File: config.mk
export PLATFORM = sky130hd
export DESIGN_NAME = fgs_tx
export DESIGN_NICKNAME = d
export VERILOG_FILES = /design/src/rtl/fgs_pkg.sv /design/src/rtl/fgs_hold.sv /design/src/rtl/fgs_shift.sv /design/src/rtl/fgs_seq.sv /design/src/rtl/fgs_tx.sv
export SDC_FILE = /design/constraint.sdc
export NUM_CORES = 1
export LEC_CHECK = 0
export BUFFER_PORTS_ARGS = -buffer_cell sky130_fd_sc_hd__buf_2
export CELL_PAD_IN_SITES_DETAIL_PLACEMENT = 1
export CELL_PAD_IN_SITES_GLOBAL_PLACEMENT = 2
export CORE_ASPECT_RATIO = 2
export CORE_MARGIN = 8
export CORE_UTILIZATION = 32
export CTS_CLUSTER_SIZE = 8
export DETAILED_ROUTE_END_ITERATION = 8
export GPL_TIMING_DRIVEN = 0
export PLACE_DENSITY_LB_ADDON = 0.1
export SYNTH_ARGS = -nofsm -noshare
export SYNTH_HDL_FRONTEND = slang
export SYNTH_SLANG_ARGS = --single-unit
export TNS_END_PERCENT = 100
File: constraint.sdc
create_clock -name clk -period 1.56 [get_ports clk]
set_input_delay 0.156 -clock clk [delete_from_list [all_inputs] [get_ports clk]]
set_output_delay 0.156 -clock clk [all_outputs]
set_load 0.05 [all_outputs]
File: src/rtl/fgs_pkg.sv
package fgs_pkg;

   // Source driving the serial pin
   typedef enum logic [1:0] {
      PIN_IDLE = 2'd0,
      PIN_DATA = 2'd1,
      PIN_FLAG = 2'd2
   } pin_src_e;

endpackage

File: src/rtl/fgs_hold.sv
module fgs_hold #(
   parameter int WORD_W = 8
) (
   input  logic              clk,
   input  logic              rst_n,
   input  logic              wr,
   input  logic [WORD_W-1:0] wdata,
   input  logic              load,
   output logic [WORD_W-1:0] hold_q,
   output logic              empty,
   output logic              urun
);

   always_ff @(posedge clk or negedge rst_n) begin
      if (!rst_n) begin
         hold_q <= '0;
         empty  <= 1'b1;
         urun   <= 1'b0;
      end else begin
         if (wr)
            hold_q <= wdata;
         if (wr)
            empty <= 1'b0;
         else if (load)
            empty <= 1'b1;
         if (load && empty)
            urun <= 1'b1;
         else if (wr)
            urun <= 1'b0;
      end
   end

   assert_write_clears_empty_R5: assert property (@(posedge clk) disable iff (!rst_n)
      wr |=> !empty);
   assert_load_sets_empty_R8: assert property (@(posedge clk) disable iff (!rst_n)
      (load && !wr) |=> empty);
   assert_stale_load_flags_R9: assert property (@(posedge clk) disable iff (!rst_n)
      (load && empty) |=> urun);
   assert_stale_load_same_word_R9: assert property (@(posedge clk) disable iff (!rst_n)
      (load && empty && !wr) |=> $stable(hold_q));

endmodule

File: src/rtl/fgs_shift.sv
module fgs_shift #(
   parameter int WORD_W = 8
) (
   input  logic              clk,
   input  logic              rst_n,
   input  logic              load,
   input  logic              shift,
   input  logic [WORD_W-1:0] din,
   output logic              msb
);

   logic [WORD_W-1:0] sr;

   always_ff @(posedge clk or negedge rst_n) begin
      if (!rst_n)
         sr <= '0;
      else if (load)
         sr <= din;
      else if (shift)
         sr <= {sr[WORD_W-2:0], 1'b0};
   end

   assign msb = sr[WORD_W-1];

   assert_first_bit_msb_R2: assert property (@(posedge clk) disable iff (!rst_n)
      load |=> (msb == $past(din[WORD_W-1])));
   assert_next_bit_R2: assert property (@(posedge clk) disable iff (!rst_n)
      (shift && !load) |=> (msb == $past(sr[WORD_W-2])));

endmodule

File: src/rtl/fgs_seq.sv
module fgs_seq
   import fgs_pkg::*;
#(
   parameter int WORD_W = 8,
   parameter int SLOTS  = 2
) (
   input  logic     clk,
   input  logic     rst_n,
   input  logic     soft_rst,
   input  logic     sync_mode,
   input  logic     fsync,
   input  logic     en_wr,
   input  logic     en_wdata,
   output logic     load,
   output logic     shift,
   output logic     en_q,
   output pin_src_e pin_sel
);

   localparam int CNT_W = (WORD_W > 1) ? $clog2(WORD_W) : 1;
   localparam logic [CNT_W-1:0] LAST_BIT = CNT_W'(WORD_W - 1);

   logic [CNT_W-1:0] bitcnt;
   logic             shifting;
   logic             gated;
   logic             last_slot;
   logic             eff;
   logic             slot_end;

   // enable counts only in synchronous mode
   assign eff      = en_q | ~sync_mode;
   assign slot_end = shifting & (bitcnt == '0);
   assign load     = fsync ? eff : (slot_end & ~last_slot & eff);
   assign shift    = shifting & ~fsync & ~slot_end;

   always_ff @(posedge clk or negedge rst_n) begin
      if (!rst_n)
         en_q <= 1'b0;
      else if (soft_rst)
         en_q <= 1'b0;
      else if (en_wr)
         en_q <= en_wdata;
   end

   always_ff @(posedge clk or negedge rst_n) begin
      if (!rst_n) begin
         shifting <= 1'b0;
         gated    <= 1'b1;
         bitcnt   <= '0;
      end else begin
         if (fsync) begin
            shifting <= eff;
            gated    <= ~eff;
         end else if (slot_end) begin
            shifting <= load;
         end
         if (load)
            bitcnt <= LAST_BIT;
         else if (shift)
            bitcnt <= bitcnt - 1'b1;
      end
   end

   generate
      if (SLOTS == 1) begin : g_normal
         assign last_slot = 1'b1;
      end else begin : g_network
         localparam int SLOT_W = $clog2(SLOTS);
         logic [SLOT_W-1:0] slot;
         always_ff @(posedge clk or negedge rst_n) begin
            if (!rst_n)
               slot <= '0;
            else if (load && fsync)
               slot <= '0;
            else if (load)
               slot <= slot + 1'b1;
         end
         assign last_slot = (slot == SLOT_W'(SLOTS - 1));
      end
   endgenerate

   always_comb begin
      if (shifting)
         pin_sel = PIN_DATA;
      else if (gated)
         pin_sel = PIN_FLAG;
      else
         pin_sel = PIN_IDLE;
   end

   assert_sw_reset_clears_R1: assert property (@(posedge clk) disable iff (!rst_n)
      soft_rst |=> !en_q);
   assert_no_start_midframe_R3: assert property (@(posedge clk) disable iff (!rst_n)
      (pin_sel != PIN_DATA && !fsync) |=> (pin_sel != PIN_DATA));
   assert_word_completes_R4: assert property (@(posedge clk) disable iff (!rst_n)
      (shifting && !fsync && bitcnt != '0) |=> (pin_sel == PIN_DATA));
   assert_stop_when_off_R4: assert property (@(posedge clk) disable iff (!rst_n)
      (slot_end && !eff && !fsync) |=> (pin_sel == PIN_IDLE));
   assert_flag_frame_R6: assert property (@(posedge clk) disable iff (!rst_n)
      (fsync && !eff) |=> (pin_sel == PIN_FLAG));
   assert_async_sends_R7: assert property (@(posedge clk) disable iff (!rst_n)
      (fsync && !sync_mode) |=> (pin_sel == PIN_DATA));

endmodule

File: src/rtl/fgs_tx.sv
module fgs_tx
   import fgs_pkg::*;
#(
   parameter int WORD_W = 8,
   parameter int SLOTS  = 2
) (
   input  logic              clk,
   input  logic              rst_n,
   input  logic              soft_rst,
   input  logic              sync_mode,
   input  logic              fsync,
   input  logic              en_wr,
   input  logic              en_wdata,
   input  logic              hold_wr,
   input  logic [WORD_W-1:0] hold_wdata,
   input  logic              flag_val,
   output logic              sd_out,
   output logic              tde,
   output logic              underrun,
   output logic              en_state
);

   initial begin
      assert (WORD_W >= 8 && WORD_W <= 24)
         else $error("fgs_tx: WORD_W must lie in 8..24");
      assert (SLOTS >= 1 && SLOTS <= 32)
         else $error("fgs_tx: SLOTS must lie in 1..32");
   end

   logic              load;
   logic              shift;
   logic              msb;
   logic [WORD_W-1:0] hold_q;
   pin_src_e          pin_sel;

   fgs_seq #(.WORD_W(WORD_W), .SLOTS(SLOTS)) u_seq (
      .clk      (clk),
      .rst_n    (rst_n),
      .soft_rst (soft_rst),
      .sync_mode(sync_mode),
      .fsync    (fsync),
      .en_wr    (en_wr),
      .en_wdata (en_wdata),
      .load     (load),
      .shift    (shift),
      .en_q     (en_state),
      .pin_sel  (pin_sel)
   );

   fgs_hold #(.WORD_W(WORD_W)) u_hold (
      .clk   (clk),
      .rst_n (rst_n),
      .wr    (hold_wr),
      .wdata (hold_wdata),
      .load  (load),
      .hold_q(hold_q),
      .empty (tde),
      .urun  (underrun)
   );

   fgs_shift #(.WORD_W(WORD_W)) u_shift (
      .clk  (clk),
      .rst_n(rst_n),
      .load (load),
      .shift(shift),
      .din  (hold_q),
      .msb  (msb)
   );

   always_comb begin
      case (pin_sel)
         PIN_DATA: sd_out = msb;
         PIN_FLAG: sd_out = flag_val;
         default:  sd_out = 1'b0;
      endcase
   end

   assert_flag_passthrough_R6: assert property (@(posedge clk) disable iff (!rst_n)
      (pin_sel == PIN_FLAG) |-> (sd_out == flag_val));

endmodule

==> impl_metrics.toml, run 1 <==
[cts]
cts_root_buffer = "clkbuf_8"
clkTransAtPathRegs_ps = 90
cts_buffer_depth = 2
numCtsBuffers = 3
numClockSinks = 25
cts_tree = "yes"
htree_levels = 1
clock_latency_ps = 270

[sta]
min_period_ps = 1490
slew_headroom_pct = 60.3
slew_violations = 0
fmax_ghz = 0.672
hold_violations = 0
setup_viol = 0
holdWs_ps = 32.9
tightestPinTransition_ps = 595
rsz0062_at_grt = "true"
tns_ps = 0
skew_ps = 5.99
period_share_pct = 95.3

[synthesis]
synth.distinct_cells = 27
yosys-top-cells-area = "dfrtp_1, mux2_2, a31oi_2"
ys_warn_count = 0
syn_inst = 106
synth-main-ff-cell = "dfrtp_1"
synth_top_cells_by_count = "dfrtp_1, nand3_1, mux2_2, o21ai_1, a211oi_1"
synth_async_sr_flop_share_pct = 100
yosysMostFrequentCell = "dfrtp_1"
synth-edff-count = 0
synth.largest_area_cell = "dfrtp_1"
ys_ff_latch = 25
syn-mean-instance-area_um2 = 11.4
syn_nets = 125
synth_area_mm2 = 0.00121
synth_seq_area_share_pct = 52.0
yosys.area.top_type_share_pct = 47.7

[worst_setup_path]
cp-end-kind = "flip-flop"
cp-start-kind = "flip-flop"
r2r_slack_ps = 70
cp.required_ps = 1760
crit_fanout = 10
crit_type = "reg -> reg"
rr_endpoint = "u_shift.sr[3]$_DFFE_PN0P_"
ff2ff_path_depth = 7
critical_path.startpoint = "u_seq.bitcnt[0]$_DFFE_PN0P_"
worstPathArrival_ps = 1690
r2r-start = "u_seq.bitcnt[0]$_DFFE_PN0P_"
cp-endpoint = "u_shift.sr[3]$_DFFE_PN0P_"

[die]
die_w_um = 59.4
pin_count = 21
dieHeight_um = 103
core_region_area_mm2 = 0.00361
dieArea_mm2 = 0.00611
initial_core_util_pct = 33.5
rows = 31

[routing]
dr_total_vias = 901
vias_per_cell = 5.01
drt_first_pass_iters = 4
drtIter0Drc = 24
wl_per_cell_um = 16.5
drc = 0
ant_nets = 0
finalWirelength_mm = 2.97

[grt]
antenna_found_initial = 0
gr-usage-met3_pct = 2.13
grt_overflow_total = 0
grt_pass1_vias = 1091
grt_util_met2_pct = 19.0
busiest_layer = "met2"
grt_use_total_pct = 11.3
grt_max_degree = 26
grt.met1_usage_pct = 13.5
grt_first_pass_wirelength_mm = 5.31

[finish]
final_util_pct = 40.6
layout-drive-gt1-share_pct = 40.5
multi_input_area_um2 = 529
antenna_cells = 0
fillers = 410
register_area_um2 = 628
final_nets = 151
area_growth_pct = 21.3

[pwr]
p_seq_share_pct = 51.9
p_per_area_mw_per_mm2 = 1040
vdd_drop_max_uv = 652
p_sw_share_pct = 29.8
p_leak_nw = 0.620
clockPowerShare_pct = 26.3
power.internal_mw = 1.07
combinationalPowerShare_pct = 21.8
p_sw_uw = 453

[placed_design]
routabilityCongestion = 0.697
port_buffers = 20
dp_hpwl_mm = 2.21

[flow_run]
cap_violations = 0

[worst_hold_path]
hp-class = "in -> reg"

[status]
status = "complete, no violations"
## per-stage QoR
step	instances	power [mW]	worst slack [ps]	cell area, um^2
after floorplan	106	1.01	107	1210
after global placement	175	1.10	-202	1370
after detailed placement	175	1.11	-195	1370
after CTS	180	1.53	3.12	1440
after global routing	180	1.62	-23.8	1470
final	180	1.52	72.9	1470
## power groups by stage
stage	logic, mW	clock network, mW	registers [mW]
5_1_grt	0.370	0.447	0.801
2_1_floorplan	0.206	0	0.803
3_3_place_gp	0.301	0	0.795
6_report	0.332	0.399	0.788
4_1_cts	0.321	0.422	0.787
3_5_place_dp	0.311	0	0.800
## what timing repair did
item	in CTS	in global routing
setup buffers	0	1
setup endpoints to repair	11	13
pin swaps	1	2
hold endpoints to repair	23	0
resized for setup	7	7
hold buffers	1	0
## sequential cells by signal (all words and copies together), names as in the netlist
name,cells
u_hold.hold_q,8
u_shift.sr,8
u_seq.bitcnt,3
u_hold.empty,1
u_hold.urun,1
u_seq.en_q,1
u_seq.g_network.slot,1
u_seq.gated,1
u_seq.shifting,1
## critical path, stage by stage, from the launching register on
cell       delay [ps]
dfrtp_1           390
inv_2              80
ha_4              140
nand4bb_1         120
buf_6             170
a21o_4            230
buf_12            150
a31oi_2           130
## layout by cell type, fill, tap and decap left out, types with 3 or more instances in the layout
| master | count |
|---|---|
| a211oi_1 | 7 |
| nand3_1 | 9 |
| nor2b_1 | 3 |
| clkbuf_8 | 3 |
| dfrtp_1 | 23 |
| o21ai_1 | 9 |
| buf_2 | 21 |
| inv_1 | 4 |
| mux2_2 | 8 |
| nand2_1 | 3 |
| a31oi_2 | 6 |
| o21ai_0 | 5 |
## logic make-up (layout without fill, tap and decap cells)
logic type      after synthesis  count (layout)  share of synthesized area (%)
flops                        25              25                           52.0
fa+ha+maj                     2               2                           2.07
mux                          10              10                           9.12
buf+inv                      14              39                           5.18
simple gates                 21              21                           10.1
compound gates               34              34                           21.6
## per-layer routing
| metal | up-vias | wire length [um] | part of all wire (%) |
|---|---|---|---|
| met5 | - | 0 | 0 |
| met4 | 0 | 53 | 1.8 |
| met3 | 5 | 85 | 2.9 |
| met2 | 19 | 1580 | 53 |
| met1 | 439 | 1250 | 42 |
| li1 | 438 | - | - |
## how the worst min path moves through the flow
stage	from	to	slack (ps)	depth (start not counted)
finish	soft_rst	u_seq.en_q$_DFFE_PN0P_	30	2
global route	soft_rst	u_seq.en_q$_DFFE_PN0P_	20	2
CTS	soft_rst	u_seq.en_q$_DFFE_PN0P_	30	2
detailed placement	rst_n	u_seq.bitcnt[2]$_DFFE_PN0P_	190	1
global placement	rst_n	u_seq.bitcnt[0]$_DFFE_PN0P_	180	1
floorplan	rst_n	u_hold.hold_q[0]$_DFFE_PN0P_	-140	0
## cell type report
cell class / instances / share of cell area [%]
multi-input cells: 67 / 36.1
plain buffers: 7 / 3.93
flip-flops and latches: 25 / 42.9
clock buffers: 3 / 2.82
repair buffers: 22 / 8.03
inverters: 6 / 1.54
clock inverters: 1 / 0.512
well taps: 49 / 4.18
Power figures use the tool's default switching activity.
==> run 2: changes to the inputs <==
==> constraint.sdc (replaced) <==
create_clock -name clk -period 1.3 [get_ports clk]
set_input_delay 0.13 -clock clk [delete_from_list [all_inputs] [get_ports clk]]
set_output_delay 0.13 -clock clk [all_outputs]
set_load 0.05 [all_outputs]
==> impl_metrics.toml, run 2 (same netlist as run 1, synthesis figures left out) <==
[placed_design]
routabilityCongestion = 0.673
port_buffers = 20
dp_hpwl_mm = 2.26
dpl_worst_slack_ps = -233
dp.cells = 175

[worst_setup_path]
worstPathArrival_ps = 1680
crit_fanout = 5
cp-end-kind = "flip-flop"
cp-start-kind = "flip-flop"
cp.required_ps = 1500
crit_type = "reg -> reg"

[sta]
skew_ps = 2.41
hold_violations = 0
slew_violations = 0
setup_viol = 16
period_share_pct = 114
holdWs_ps = 66.5
fmax_ghz = 0.676
slew_headroom_pct = 57.0
setup_slack_ps = -179
min_period_ps = 1480
rsz0062_at_grt = "true"
tightestPinTransition_ps = 645

[finish]
layout-drive-gt1-share_pct = 56.1
top_regs = "u_hold.hold_q: 8 flops, u_shift.sr: 8 flops, u_seq.bitcnt: 3 flops"
final_common_cell = "dfrtp_1"
final_nets = 159
area_growth_pct = 43.5
final_cells = 188
final_cell_mix = "dfrtp_1, buf_2, nand3_1, mux2_2"
antenna_cells = 0
fillers = 408

[cts]
cts_tree = "yes"
cts_root_buffer = "clkbuf_8"
numClockSinks = 25
htree_levels = 1
cts_buffer_depth = 2
clock_latency_ps = 270
numCtsBuffers = 3
clkTransAtPathRegs_ps = 90

[grt]
antenna_found_initial = 0
grt_first_pass_wirelength_mm = 5.62
grt_overflow_total = 0
grt_max_degree = 26
grt_use_total_pct = 12.0
grt_pass1_vias = 1138

[pwr]
vdd_drop_max_uv = 803
clockPowerShare_pct = 23.8
p_seq_share_pct = 48.0
p_sw_uw = 623
p_sw_share_pct = 31.2
p_per_area_mw_per_mm2 = 1150
p_leak_nw = 0.698
combinationalPowerShare_pct = 28.2
power.internal_mw = 1.37

[die]
core_region_area_mm2 = 0.00361
initial_core_util_pct = 33.5
die_w_um = 59.4
pin_count = 21
dieArea_mm2 = 0.00611
rows = 31
dieHeight_um = 103

[status]
status = "finished, violations left"
violations = "negative setup slack"

[routing]
vias_per_cell = 5.22
wl_per_cell_um = 17.2
drtIter0Drc = 15
drt_first_pass_iters = 4
dr_total_vias = 981
finalWirelength_mm = 3.23
drc = 0
ant_nets = 0

[flow_run]
cap_violations = 0

[worst_hold_path]
hp-class = "in -> reg"
## run 2: changes by cell type in the layout (fill, tap and decap cells not counted), sizes merged
cell / change
dlygate4sd3: +1
clkbuf: -2
buf: +9
## run 2: through the flow
step / power, mW / cell area (um^2) / setup TNS [ps] / utilization, %
4_1_cts: 1.92 / 1620 / -2200 / 44.8
3_3_place_gp: 1.33 / 1390 / -1960 / 38.6
6_report: 2.00 / 1730 / -2030 / 48.0
5_1_grt: 2.10 / 1730 / -3210 / 48.0
2_1_floorplan: 1.23 / 1230 / -303 / -
3_5_place_dp: 1.35 / 1390 / -2590 / 38.6
## run 2: worst max-delay path, stage by stage (launching register included)
cell and delay (ps):
dfrtp_1 400, inv_2 90, ha_4 140, nand4bb_1 110, buf_6 150, a21o_4 240, buf_8 150, a31oi_4 120
## run 2: worst paths after layout
kind / from / end / slack [ps] / cells past startpoint
max in group asynchronous: rst_n / u_seq.en_q$_DFFE_PN0P_ / 480 / 2
setup reg to reg: u_seq.bitcnt[1]$_DFFE_PN0P_ / u_shift.sr[2]$_DFFE_PN0P_ / -180 / 7
setup / recovery: u_seq.bitcnt[1]$_DFFE_PN0P_ / u_shift.sr[2]$_DFFE_PN0P_ / -180 / 7
hold / removal: hold_wdata[0] / u_hold.hold_q[0]$_DFFE_PN0P_ / 70 / 3
min in group asynchronous: rst_n / u_seq.bitcnt[1]$_DFFE_PN0P_ / 400 / 2
hold reg to reg: u_seq.g_network.slot$_DFFE_PN0P_ / u_seq.g_network.slot$_DFFE_PN0P_ / 500 / 1
## run 2: per-layer routing
layer	share of wire, %	vias up	wire length (um)	track usage, %
li1	-	445	-	-
met1	38	505	1220	12.7
met2	56	25	1820	22.0
met3	3.7	6	120	2.38
met4	2.0	0	64	5.01
met5	0	-	0	0
## run 2: layout make-up
class	instances	area [um^2]	area share, %
plain buffers	7	63.8	3.68
clock buffers	3	41.3	2.38
clock inverters	1	7.51	0.433
inverters	6	22.5	1.30
multi-input cells	67	693	40.0
flip-flops and latches	25	629	36.3
well taps	49	61.3	3.54
repair buffers	30	214	12.3
## run 2: what timing repair did
action / CTS / global route
cloned: 1 / 0
hold buffers: 2 / 0
endpoints found under the setup margin: 16 / 16
buffers inserted: 5 / 2
hold endpoints to repair: 24 / 0
pin swaps: 5 / 1
resized for setup: 24 / 18
## run 2: power by group through the flow
stage | Sequential [mW] | Combinational (mW) | Clock, mW
after floorplan | 0.967 | 0.261 | 0
after global placement | 0.957 | 0.375 | 0
after detailed placement | 0.963 | 0.388 | 0
after CTS | 0.953 | 0.474 | 0.496
after global routing | 0.972 | 0.609 | 0.523
final | 0.958 | 0.563 | 0.474
